<file path="src/rtl/tsadc_pkg.sv">
package tsadc_pkg;
  typedef enum logic {
    ST_IDLE = 1'b0,
    ST_RUN  = 1'b1
  } tsadc_state_e;
endpackage

</file>
<file path="src/rtl/tsadc_sync.sv">
// Multi-stage synchroniser for an asynchronous level (STAGES >= 2).
module tsadc_sync #(
  parameter int STAGES = 2
) (
  input  logic clk,
  input  logic rst_n,
  input  logic d_i,
  output logic q_o
);
  logic [STAGES-1:0] sh_q;

  always_ff @(posedge clk or negedge rst_n) begin
    if (!rst_n) sh_q <= '0;
    else        sh_q <= {sh_q[STAGES-2:0], d_i};
  end

  assign q_o = sh_q[STAGES-1];
endmodule

</file>
<file path="src/rtl/tsadc_gray2bin.sv">
// Gray to binary: each binary bit is the XOR of all Gray bits at and above it.
module tsadc_gray2bin #(
  parameter int W = 8
) (
  input  logic [W-1:0] gray_i,
  output logic [W-1:0] bin_o
);
  for (genvar i = 0; i < W; i++) begin : g_bit
    assign bin_o[i] = ^gray_i[W-1:i];
  end
endmodule

</file>
<file path="src/rtl/tsadc_gray_ctr.sv">
// Gray counter held directly in Gray form; clears on clr_i and halts at full scale.
module tsadc_gray_ctr #(
  parameter int W = 8
) (
  input  logic         clk,
  input  logic         rst_n,
  input  logic         clr_i,
  input  logic         en_i,
  output logic [W-1:0] gray_o,
  output logic         at_max_o
);
  localparam logic [W-1:0] GMAX = {1'b1, {(W-1){1'b0}}};

  logic [W-1:0] g_q;
  logic [W-1:0] bin_w;
  logic [W-1:0] inc_w;
  logic [W-1:0] g_next;

  tsadc_gray2bin #(.W(W)) u_dec (
    .gray_i (g_q),
    .bin_o  (bin_w)
  );

  always_comb begin
    inc_w  = bin_w + 1'b1;
    g_next = inc_w ^ (inc_w >> 1);
  end

  assign at_max_o = (g_q == GMAX);

  always_ff @(posedge clk or negedge rst_n) begin
    if (!rst_n)                   g_q <= '0;
    else if (clr_i)               g_q <= '0;
    else if (en_i && !at_max_o)   g_q <= g_next;
  end

  assign gray_o = g_q;
endmodule

</file>
<file path="src/rtl/tsadc_backend.sv">
// Single-slope converter back-end: Gray time counter, trip capture,
// ping-pong slot tracking and a valid/ready result port.
module tsadc_backend
  import tsadc_pkg::*;
#(
  parameter int CODE_W      = 8,
  parameter int SYNC_STAGES = 2
) (
  input  logic              clk,
  input  logic              rst_n,
  input  logic              strobe_i,
  input  logic              cmp_trip_i,
  input  logic              res_ready_i,
  output logic              res_valid_o,
  output logic [CODE_W-1:0] res_gray_o,
  output logic [CODE_W-1:0] res_bin_o,
  output logic              res_ovf_o,
  output logic              res_slot_o,
  output logic              conv_slot_o,
  output logic              busy_o
);
  tsadc_state_e      state_q;
  logic              cmp_s;
  logic              cmp_prev_q;
  logic [CODE_W-1:0] cnt_gray;
  logic              cnt_max;
  logic              start_w;
  logic              trip_w;
  logic              sat_w;
  logic              done_w;

  tsadc_sync #(.STAGES(SYNC_STAGES)) u_sync (
    .clk   (clk),
    .rst_n (rst_n),
    .d_i   (cmp_trip_i),
    .q_o   (cmp_s)
  );

  // A start needs an idle converter and a free (or just-taken) result slot.
  assign start_w = strobe_i && (state_q == ST_IDLE) && (!res_valid_o || res_ready_i);
  // First synchronised rise while running.
  assign trip_w  = (state_q == ST_RUN) && cmp_s && !cmp_prev_q;
  // Full scale reached without a trip.
  assign sat_w   = (state_q == ST_RUN) && cnt_max && !trip_w;
  assign done_w  = trip_w || sat_w;

  tsadc_gray_ctr #(.W(CODE_W)) u_ctr (
    .clk      (clk),
    .rst_n    (rst_n),
    .clr_i    (start_w),
    .en_i     ((state_q == ST_RUN) && !trip_w),
    .gray_o   (cnt_gray),
    .at_max_o (cnt_max)
  );

  always_ff @(posedge clk or negedge rst_n) begin
    if (!rst_n) begin
      state_q     <= ST_IDLE;
      conv_slot_o <= 1'b1;
      cmp_prev_q  <= 1'b0;
    end else begin
      cmp_prev_q <= cmp_s;
      if (start_w) begin
        state_q     <= ST_RUN;
        conv_slot_o <= ~conv_slot_o;
      end else if (done_w) begin
        state_q <= ST_IDLE;
      end
    end
  end

  always_ff @(posedge clk or negedge rst_n) begin
    if (!rst_n) begin
      res_valid_o <= 1'b0;
      res_gray_o  <= '0;
      res_ovf_o   <= 1'b0;
      res_slot_o  <= 1'b0;
    end else if (done_w) begin
      res_valid_o <= 1'b1;
      res_gray_o  <= cnt_gray;
      res_ovf_o   <= sat_w;
      res_slot_o  <= conv_slot_o;
    end else if (res_ready_i) begin
      res_valid_o <= 1'b0;
    end
  end

  tsadc_gray2bin #(.W(CODE_W)) u_out_dec (
    .gray_i (res_gray_o),
    .bin_o  (res_bin_o)
  );

  assign busy_o = (state_q == ST_RUN);
endmodule

</file>
<file path="config.mk">
export PLATFORM = sky130hd
export DESIGN_NAME = tsadc_backend
export DESIGN_NICKNAME = d
export VERILOG_FILES = /design/src/rtl/tsadc_pkg.sv /design/src/rtl/tsadc_sync.sv /design/src/rtl/tsadc_gray2bin.sv /design/src/rtl/tsadc_gray_ctr.sv /design/src/rtl/tsadc_backend.sv
export SDC_FILE = /design/constraint.sdc
export NUM_CORES = 1
export LEC_CHECK = 0
export ABC_AREA = 1
export BUFFER_PORTS_ARGS = -buffer_cell sky130_fd_sc_hd__buf_2
export CORE_MARGIN = 10
export CORE_UTILIZATION = 55
export CTS_CLUSTER_DIAMETER = 30
export DETAILED_ROUTE_END_ITERATION = 8
export PLACE_DENSITY = 0.79
export SETUP_SLACK_MARGIN = 0.4
export SYNTH_ARGS = -nofsm -noshare
export SYNTH_HDL_FRONTEND = slang
export SYNTH_SLANG_ARGS = --single-unit
</file>
<file path="constraint.sdc">
create_clock -name clk -period 5.7 [get_ports clk]
set_input_delay 0.285 -clock clk [delete_from_list [all_inputs] [get_ports clk]]
set_output_delay 0.285 -clock clk [all_outputs]
set_load 0.01 [all_outputs]
</file>
==> results of run 1 <==
==> placed cells by master (no fill, tap or decap), types with 3 or more instances in the layout <==
master and count:
nand3_1 19, buf_2 25, clkbuf_4 3, xnor2_1 9, xor2_1 5, nand2_1 63, nor2_1 8, dfrtp_1 23
o21ai_0 13, ha_1 5, xor2_2 3, inv_1 28, nand4_1 6
==> cells in the mapped netlist <==
cell type	number
o31ai_1	1
dfrtp_1	23
ha_1	5
mux2_2	1
buf_4	1
inv_1	28
a21oi_1	1
xor2_2	3
clkbuf_1	1
nand4_1	6
nor2_1	8
o22ai_1	2
xnor2_1	9
nor3_1	1
nand3_1	19
nor2_2	1
o21ai_1	1
a31oi_1	1
dfstp_2	1
nand2_2	1
o21ai_0	13
nor2_4	1
xor2_1	5
nand2_1	63
==> metal layers <==
metal  routed length [um]  part of all wire  global-route usage  up-vias
li1                     -                 -                   -      679
met2                 1730              0.50               0.245       55
met3                  262             0.075              0.0327        9
met5                    0                 0                   0        -
met1                 1400              0.40               0.144      629
met4                   85             0.024              0.0796        0
==> critical path, cell delays in order (launching register included) <==
cell and delay (ns):
dfrtp_1 0.42, inv_1 0.10, ha_1 0.38, inv_1 0.08
nand2_1 0.08, nand2_1 0.05, nand2_1 0.07, nand2_1 0.12
nor2_4 0.16, nor2_1 0.07, inv_1 0.05, ha_1 0.17
inv_1 0.07, nor3_1 0.25, nand3_1 0.10, nand2_1 0.08
nand2_1 0.08, inv_1 0.08, nand2_1 0.06, nand3_1 0.07
o21ai_0 0.09
==> state kept, by name, indices dropped and copies added, names as in the netlist <==
signal / flops
res_valid_o: 1
u_ctr.gray_o: 8
u_sync.sh_q: 2
cmp_prev_q: 1
busy_o: 1
res_ovf_o: 1
res_gray_o: 8
conv_slot_o: 1
res_slot_o: 1
==> metrics by stage <==
step                 util  area [um2]  worst slack (ns)  hold WS (ns)  instances
floorplan               -        1490              3.36       -0.0106        196
global placement    0.652        1640              3.09         0.279        249
detailed placement  0.652        1640              3.08         0.285        249
CTS                 0.677        1710              3.05        0.0537        254
global route        0.677        1710              2.72        0.0399        254
finish              0.677        1710              2.98        0.0537        254
==> path summary, 6_finish.rpt <==
check | to | slack [ns] | cells after the start
setup / recovery | u_ctr.gray_o[5] | 2.98 | 20
hold / removal | u_sync.sh_q[0] | 0.05 | 1
setup reg to reg | u_ctr.gray_o[5] | 2.98 | 20
hold reg to reg | u_sync.sh_q[1] | 0.37 | 0
max in group asynchronous | conv_slot_o | 4.89 | 2
min in group asynchronous | busy_o | 0.45 | 2
==> area by class of cell <==
cell class | count | area, um2 | area share
multi-input combinational | 142 | 774 | 0.454
sequential | 24 | 602 | 0.353
timing repair buffer | 26 | 135 | 0.0792
inverter | 28 | 105 | 0.0616
tap | 30 | 37.5 | 0.0220
clock inverter | 1 | 30.0 | 0.0176
clock buffer | 3 | 22.5 | 0.0132
==> logic make-up after synthesis <==
kind of cell    count (synthesis)  share of synthesized area
flops                          24                      0.403
fa+ha+maj                       5                     0.0419
compound gates                 19                     0.0679
mux                             1                    0.00754
simple gates                  100                      0.287
buf+inv                        30                     0.0780
xor+xnor                       17                      0.115
==> flow_summary.json, run 1 <==
{
  "status": "completed",
  "cts_resized": 0,
  "grt_use_total": 0.138,
  "cts_tree": "built",
  "hold_viol": 0,
  "wire_per_inst_um": 13.7,
  "rows": 18,
  "antenna_cells": 0,
  "core_mm2": 0.00252,
  "syn_inst": 196,
  "synth.area.top_cells": "dfrtp_1 (39%), nand2_1 (16%), inv_1 (7.0%)",
  "clk_pin_slew_ns": 0.13,
  "ant_nets": 0,
  "drc_errors": 0,
  "num_io_pins": 26,
  "worst_pin_slew_ns": 0.645,
  "synthesis.nets": 206,
  "wirelength_mm": 3.48,
  "ys_warn_count": 0,
  "grt_pass1_wl_mm": 5.86,
  "port_buffers": 25,
  "syn_area_mm2": 0.00149,
  "drv_slew": 0,
  "drt_iter0_drc": 102,
  "synth_top_cell_by_area": "dfrtp_1",
  "die_area_mm2": 0.00520,
  "clock_skew_ns": 0.00462,
  "avgSynthCellArea_um2": 7.62,
  "ctsHoldBuffers": 1,
  "slew_headroom": 0.569,
  "antenna_found_initial": 0,
  "endpoint_kind": "register",
  "via_count": 1372,
  "cts_made_buffers": 3,
  "hold_path_class": "primary input to register",
  "ys_types": 24,
  "hp-start": "cmp_trip_i",
  "routed_via_density": 5.40,
  "finalNetCount": 235,
  "crit_required_ns": 5.91,
  "areaGrowthSynthToFinish_pct": 14.3,
  "post-cts-setup-buffers": 0,
  "start_util": 0.592,
  "critPathLaunch": "u_ctr.gray_o[4]",
  "clk_latency_ns": 0.32,
  "ys_seq_elements": 24,
  "finalSetupViolations": 0,
  "drt-pass1-iter-count": 4,
  "h-tree-depth": 1,
  "finalSetupTns_ns": 0,
  "cts_root_buf": "clkbuf_4",
  "die_x_um": 72.1,
  "fmax_mhz": 367,
  "yosysSeqAreaShare": 0.403,
  "period_share": 0.478,
  "rsz0062_at_grt": "false",
  "grt_start_max_net_pins": 25,
  "r2r_start": "u_ctr.gray_o[4]",
  "die_h_um": 72.1,
  "clock_path_buffers": 2,
  "layout-drive-gt1-share": 0.165,
  "start_kind": "register",
  "cp.arrival_ns": 2.93,
  "synth_top_area_share": 0.386,
  "worstPathMaxFanout": 6,
  "overflow": 0,
  "place_hpwl_mm": 2.80,
  "period_minus_slack_ns": 2.72,
  "grt_pass1_vias": 1351,
  "max_cap_viol_count": 0,
  "cts_sinks": 24,
  "gp_congestion": 0.897,
  "fillCellCount": 213,
  "critical_path_class": "register to register"
}
Power of run 1 is left out: the tool's default activity adds up to more than one toggle a clock period on the data nets, which glitch-free logic cannot reach.
==> run 2, diff against run 1 <==
Clock period 5.7 ns to 2.8 ns, I/O delays scaled along.
==> run 2 against run 1 <==
Sequential share of layout area is 4.8 points lower. Sequential cell count stayed put. Non-clock buffer count is 18 higher. Critical path depth is 3 lower. Count of clock-buffer cells in the layout stayed put. Wire length is 19% higher. Via count is 6.0% higher.
==> flow_summary.json, run 2 (same netlist as run 1, synthesis figures left out) <==
{
  "grt_use_total": 0.149,
  "wire_per_inst_um": 15.2,
  "critical_path_class": "register to register",
  "finalSetupViolations": 0,
  "drv_slew": 0,
  "grt_start_max_net_pins": 25,
  "rsz0062_at_grt": "true",
  "antenna_cells": 0,
  "antenna_found_initial": 0,
  "routed_via_density": 5.35,
  "clk_latency_ns": 0.32,
  "die_area_mm2": 0.00520,
  "worstPathMaxFanout": 5,
  "place_inst": 249,
  "r2r_cells": 17,
  "start_kind": "register",
  "areaGrowthSynthToFinish_pct": 32.5,
  "core_mm2": 0.00252,
  "slew_headroom": 0.637,
  "clk_pin_slew_ns": 0.13,
  "final_common_cell": "nand2_1",
  "finalSetupTns_ns": 0,
  "cp.arrival_ns": 2.55,
  "status": "completed",
  "h-tree-depth": 1,
  "hold_viol": 0,
  "fin_cells": 272,
  "cts_made_buffers": 3,
  "gp_congestion": 0.849,
  "final_cell_mix": "nand2_1 (55), buf_2 (25), dfrtp_1 (22)",
  "drt_iter0_drc": 122,
  "wirelength_mm": 4.14,
  "die_h_um": 72.1,
  "regToRegEndpoint": "u_ctr.gray_o[6]",
  "clock_skew_ns": 0.00169,
  "crit_required_ns": 3.03,
  "clock_path_buffers": 2,
  "cts_root_buf": "clkbuf_4",
  "overflow": 0,
  "place_hpwl_mm": 2.85,
  "cts_sinks": 24,
  "max_cap_viol_count": 0,
  "ant_nets": 0,
  "grt_pass1_vias": 1390,
  "fmax_mhz": 431,
  "endpoint_kind": "register",
  "die_x_um": 72.1,
  "num_io_pins": 26,
  "start_util": 0.592,
  "cts_tree": "built",
  "period_minus_slack_ns": 2.32,
  "grt_pass1_wl_mm": 6.35,
  "drt-pass1-iter-count": 4,
  "port_buffers": 25,
  "layout-drive-gt1-share": 0.339,
  "worst_pin_slew_ns": 0.545,
  "r2r_start": "u_ctr.gray_o[2]",
  "worstSetupEndpoint": "u_ctr.gray_o[6]",
  "hold_path_class": "primary input to register",
  "rows": 18,
  "via_count": 1454,
  "finalNetCount": 253,
  "critPathLaunch": "u_ctr.gray_o[2]",
  "drc_errors": 0,
  "period_share": 0.829,
  "r2r_slack_ns": 0.48
}
run 2: changes by cell type in the layout (fill, tap and decap cells not counted), sizes merged:
| cell | delta |
|---|---|
| buf | +17 |
| dlygate4sd3 | +1 |
run 2: critical path, stage by stage (launching register included):
cell and delay (ns):
dfrtp_1 0.41, inv_2 0.13, ha_4 0.24, nand2_2 0.11, nand3_2 0.12, a21oi_2 0.15
nor2_1 0.06, inv_1 0.10, ha_4 0.16, inv_4 0.04, nor3_4 0.19, nand3_1 0.09
nand2_1 0.08, nand2_2 0.06, inv_2 0.06, nand3_2 0.07, nand3_2 0.07, nand2_1 0.05
run 2: worst min path at each step:
stage | depth (start not counted) | from | endpoint
2_1_floorplan | 0 | rst_n | busy_o
3_3_place_gp | 1 | rst_n | u_sync.sh_q[0]
3_5_place_dp | 1 | rst_n | u_ctr.gray_o[1]
4_1_cts | 4 | res_ready_i | res_valid_o
5_1_grt | 4 | res_ready_i | res_valid_o
6_report | 4 | res_ready_i | res_valid_o
run 2: per-stage QoR:
stage / utilization / area (um2) / hold slack, ns / setup WS (ns)
4_1_cts: 0.712 / 1800 / 0.0664 / 0.407
3_3_place_gp: 0.652 / 1640 / 0.136 / 0.213
5_1_grt: 0.784 / 1980 / 0.0685 / 0.333
3_5_place_dp: 0.652 / 1640 / 0.148 / 0.136
2_1_floorplan: - / 1490 / -0.156 / 0.456
6_report: 0.784 / 1980 / 0.0688 / 0.478
run 2: cell type report:
cell class,count,area (um2)
Clock inverter,1,30.0
Fill cell,181,544
Sequential cell,24,603
Clock buffer,3,22.5
Tap cell,30,37.5
Timing Repair Buffer,44,273
Multi-Input combinational cell,142,900
Inverter,28,113
run 2: timing repair:
action / 4_1_cts / 5_1_grt
hold buffers: 2 / 0
setup endpoints to repair: 4 / 6
hold endpoints to repair: 24 / 0
resized for setup: 8 / 30
buffers inserted: 5 / 12
gates cloned: 0 / 0
pin swaps: 1 / 13
run 2: metal layers:
metal  part of all wire  vias to the layer above  GRT usage  routed length, um
li1                   -                      720          -                  -
met1               0.41                      685      0.162               1700
met2               0.51                       42      0.270               2110
met3              0.058                        7     0.0340                241
met4              0.020                        0     0.0602                 84
met5                  0                        -          0                  0
Power of run 2 is left out for the same reason.
==> run 3, diff against run 2 <==
Clock period 2.8 ns to 2.42 ns, I/O delays scaled along.
==> run 3 against run 2 <==
Register-to-register slack worse by 0.37 ns. Wire length rose by 2.1%. Design area up 5.4%. Setup slack lost 0.37 ns. Count of clock-buffer cells in the layout is the same. Non-clock buffer count grew 12. Clock skew increased by 0.0029 ns. Fmax is 0.46% higher. Via count rose by 6.4%. Critical endpoint is now u_ctr.gray_o[5]. Largest cell class unchanged.
==> flow_summary.json, run 3 (same netlist as run 1, synthesis figures left out) <==
{
  "min_to": "res_valid_o",
  "start_util": 0.592,
  "cts_sinks": 24,
  "num_io_pins": 26,
  "worst_pin_slew_ns": 0.546,
  "gp_congestion": 0.965,
  "status": "completed",
  "fillCellCount": 152,
  "crit_required_ns": 2.64,
  "die_area_mm2": 0.00520,
  "drt-pass1-iter-count": 4,
  "clock_path_buffers": 2,
  "max_cap_viol_count": 0,
  "hold_ws_ns": 0.0466,
  "rows": 18,
  "areaGrowthSynthToFinish_pct": 39.7,
  "finalNetCount": 265,
  "met3_length_um": 397,
  "core_mm2": 0.00252,
  "hold_viol": 0,
  "clk_pin_slew_ns": 0.15,
  "wl_met1_mm": 1.61,
  "regToRegEndpoint": "u_ctr.gray_o[5]",
  "r2r_cells": 20,
  "grt_pass1_wl_mm": 6.64,
  "critical_path_class": "register to register",
  "cts_made_buffers": 3,
  "grt_pass1_vias": 1440,
  "finalSetupViolations": 0,
  "cts_root_buf": "clkbuf_4",
  "h-tree-depth": 1,
  "port_buffers": 25,
  "period_minus_slack_ns": 2.31,
  "fmax_mhz": 433,
  "die_h_um": 72.1,
  "regArea_um2": 603,
  "cp.arrival_ns": 2.53,
  "top_layer_used": "met4",
  "overflow": 0,
  "die_x_um": 72.1,
  "drv_slew": 0,
  "period_share": 0.955,
  "antenna_cells": 0,
  "grt_start_max_net_pins": 25,
  "drc_errors": 0,
  "via_count": 1547,
  "wire_per_inst_um": 14.9,
  "layout-drive-gt1-share": 0.390,
  "antenna_found_initial": 0,
  "finalSetupTns_ns": 0,
  "worstPathMaxFanout": 4,
  "cts_tree": "built",
  "slew_headroom": 0.636,
  "final_common_cell": "nand2_1",
  "clock_skew_ns": 0.00455,
  "routed_via_density": 5.45,
  "hold_path_class": "primary input to register",
  "grt_use_total": 0.156,
  "ant_nets": 0,
  "rsz0062_at_grt": "true",
  "multi_input_area_um2": 917,
  "hp-start": "res_ready_i",
  "start_kind": "register",
  "final_cell_mix": "nand2_1 (51), buf_4 (29), buf_2 (25)",
  "r2r_slack_ns": 0.11,
  "clk_latency_ns": 0.32,
  "r2r_start": "u_ctr.gray_o[4]",
  "wirelength_mm": 4.22,
  "dr_wl_met2_mm": 2.02,
  "whs_path_depth": 4,
  "endpoint_kind": "register",
  "drt_iter0_drc": 75,
  "place_hpwl_mm": 2.81
}
[run 3: cell types whose count changed in the layout (fill, tap and decap cells not counted)]
cell | before | now
buf_4 | 17 | 29
nand2_1 | 55 | 51
inv_1 | 18 | 19
o21ai_1 | 1 | 3
xor2_1 | 5 | 4
xor2_4 | 0 | 1
nand2_2 | 5 | 12
inv_2 | 7 | 6
nand2_4 | 4 | 1
o21ai_0 | 13 | 10
o21ai_2 | 0 | 1
[run 3: worst max path at each step]
stage               startpoint               to  slack [ns]
2_1_floorplan  u_ctr.gray_o[4]  u_ctr.gray_o[6]        0.22
3_3_place_gp   u_ctr.gray_o[3]  u_ctr.gray_o[6]        0.14
3_5_place_dp   u_ctr.gray_o[3]  u_ctr.gray_o[6]        0.09
4_1_cts        u_ctr.gray_o[3]  u_ctr.gray_o[6]        0.17
5_1_grt        u_ctr.gray_o[4]  u_ctr.gray_o[5]       -0.05
6_report       u_ctr.gray_o[4]  u_ctr.gray_o[5]        0.11
[run 3: repair_timing]
item,4_1_cts,5_1_grt
endpoints found under the hold margin,24,0
hold buffers,2,0
gates resized for setup,15,16
setup endpoints to repair,8,10
pin swaps,15,15
gates cloned,0,0
setup buffers,18,8
[run 3: worst max-delay path, stage by stage, from the launching register on]
cell and delay (ns):
dfrtp_1 0.42, inv_2 0.08, ha_4 0.30, inv_4 0.05
nand2_4 0.07, nand2_2 0.05, nand2_2 0.08, nand2_2 0.08
nor2_4 0.11, nor2_1 0.05, inv_1 0.08, ha_4 0.14
inv_4 0.04, nor3_4 0.16, nand3_1 0.09, nand2_1 0.08
nand2_2 0.08, inv_2 0.07, nand2_1 0.06, nand3_1 0.08
o21ai_1 0.06
[run 3: layout make-up]
type / instances / area share
flip-flops and latches: 24 / 0.289
inverters: 28 / 0.0540
clock inverters: 1 / 0.0144
clock buffers: 3 / 0.0108
repair buffers: 56 / 0.174
well taps: 30 / 0.0180
multi-input cells: 142 / 0.440
[run 3: metrics by stage]
step                std cells  area [um2]  setup slack, ns   util
finish                    284        2090            0.108  0.827
detailed placement        252        1710           0.0939  0.680
global placement          252        1710            0.137  0.680
floorplan                 196        1540            0.223      -
global route              284        2090          -0.0526  0.827
CTS                       276        1970            0.166  0.783
[run 3: routing by layer]
| layer | track usage | vias to the layer above |
|---|---|---|
| met5 | 0 | - |
| met4 | 0.0796 | 0 |
| met3 | 0.0449 | 22 |
| met2 | 0.260 | 86 |
| met1 | 0.177 | 699 |
| li1 | - | 740 |
Power of run 3 is left out for the same reason.
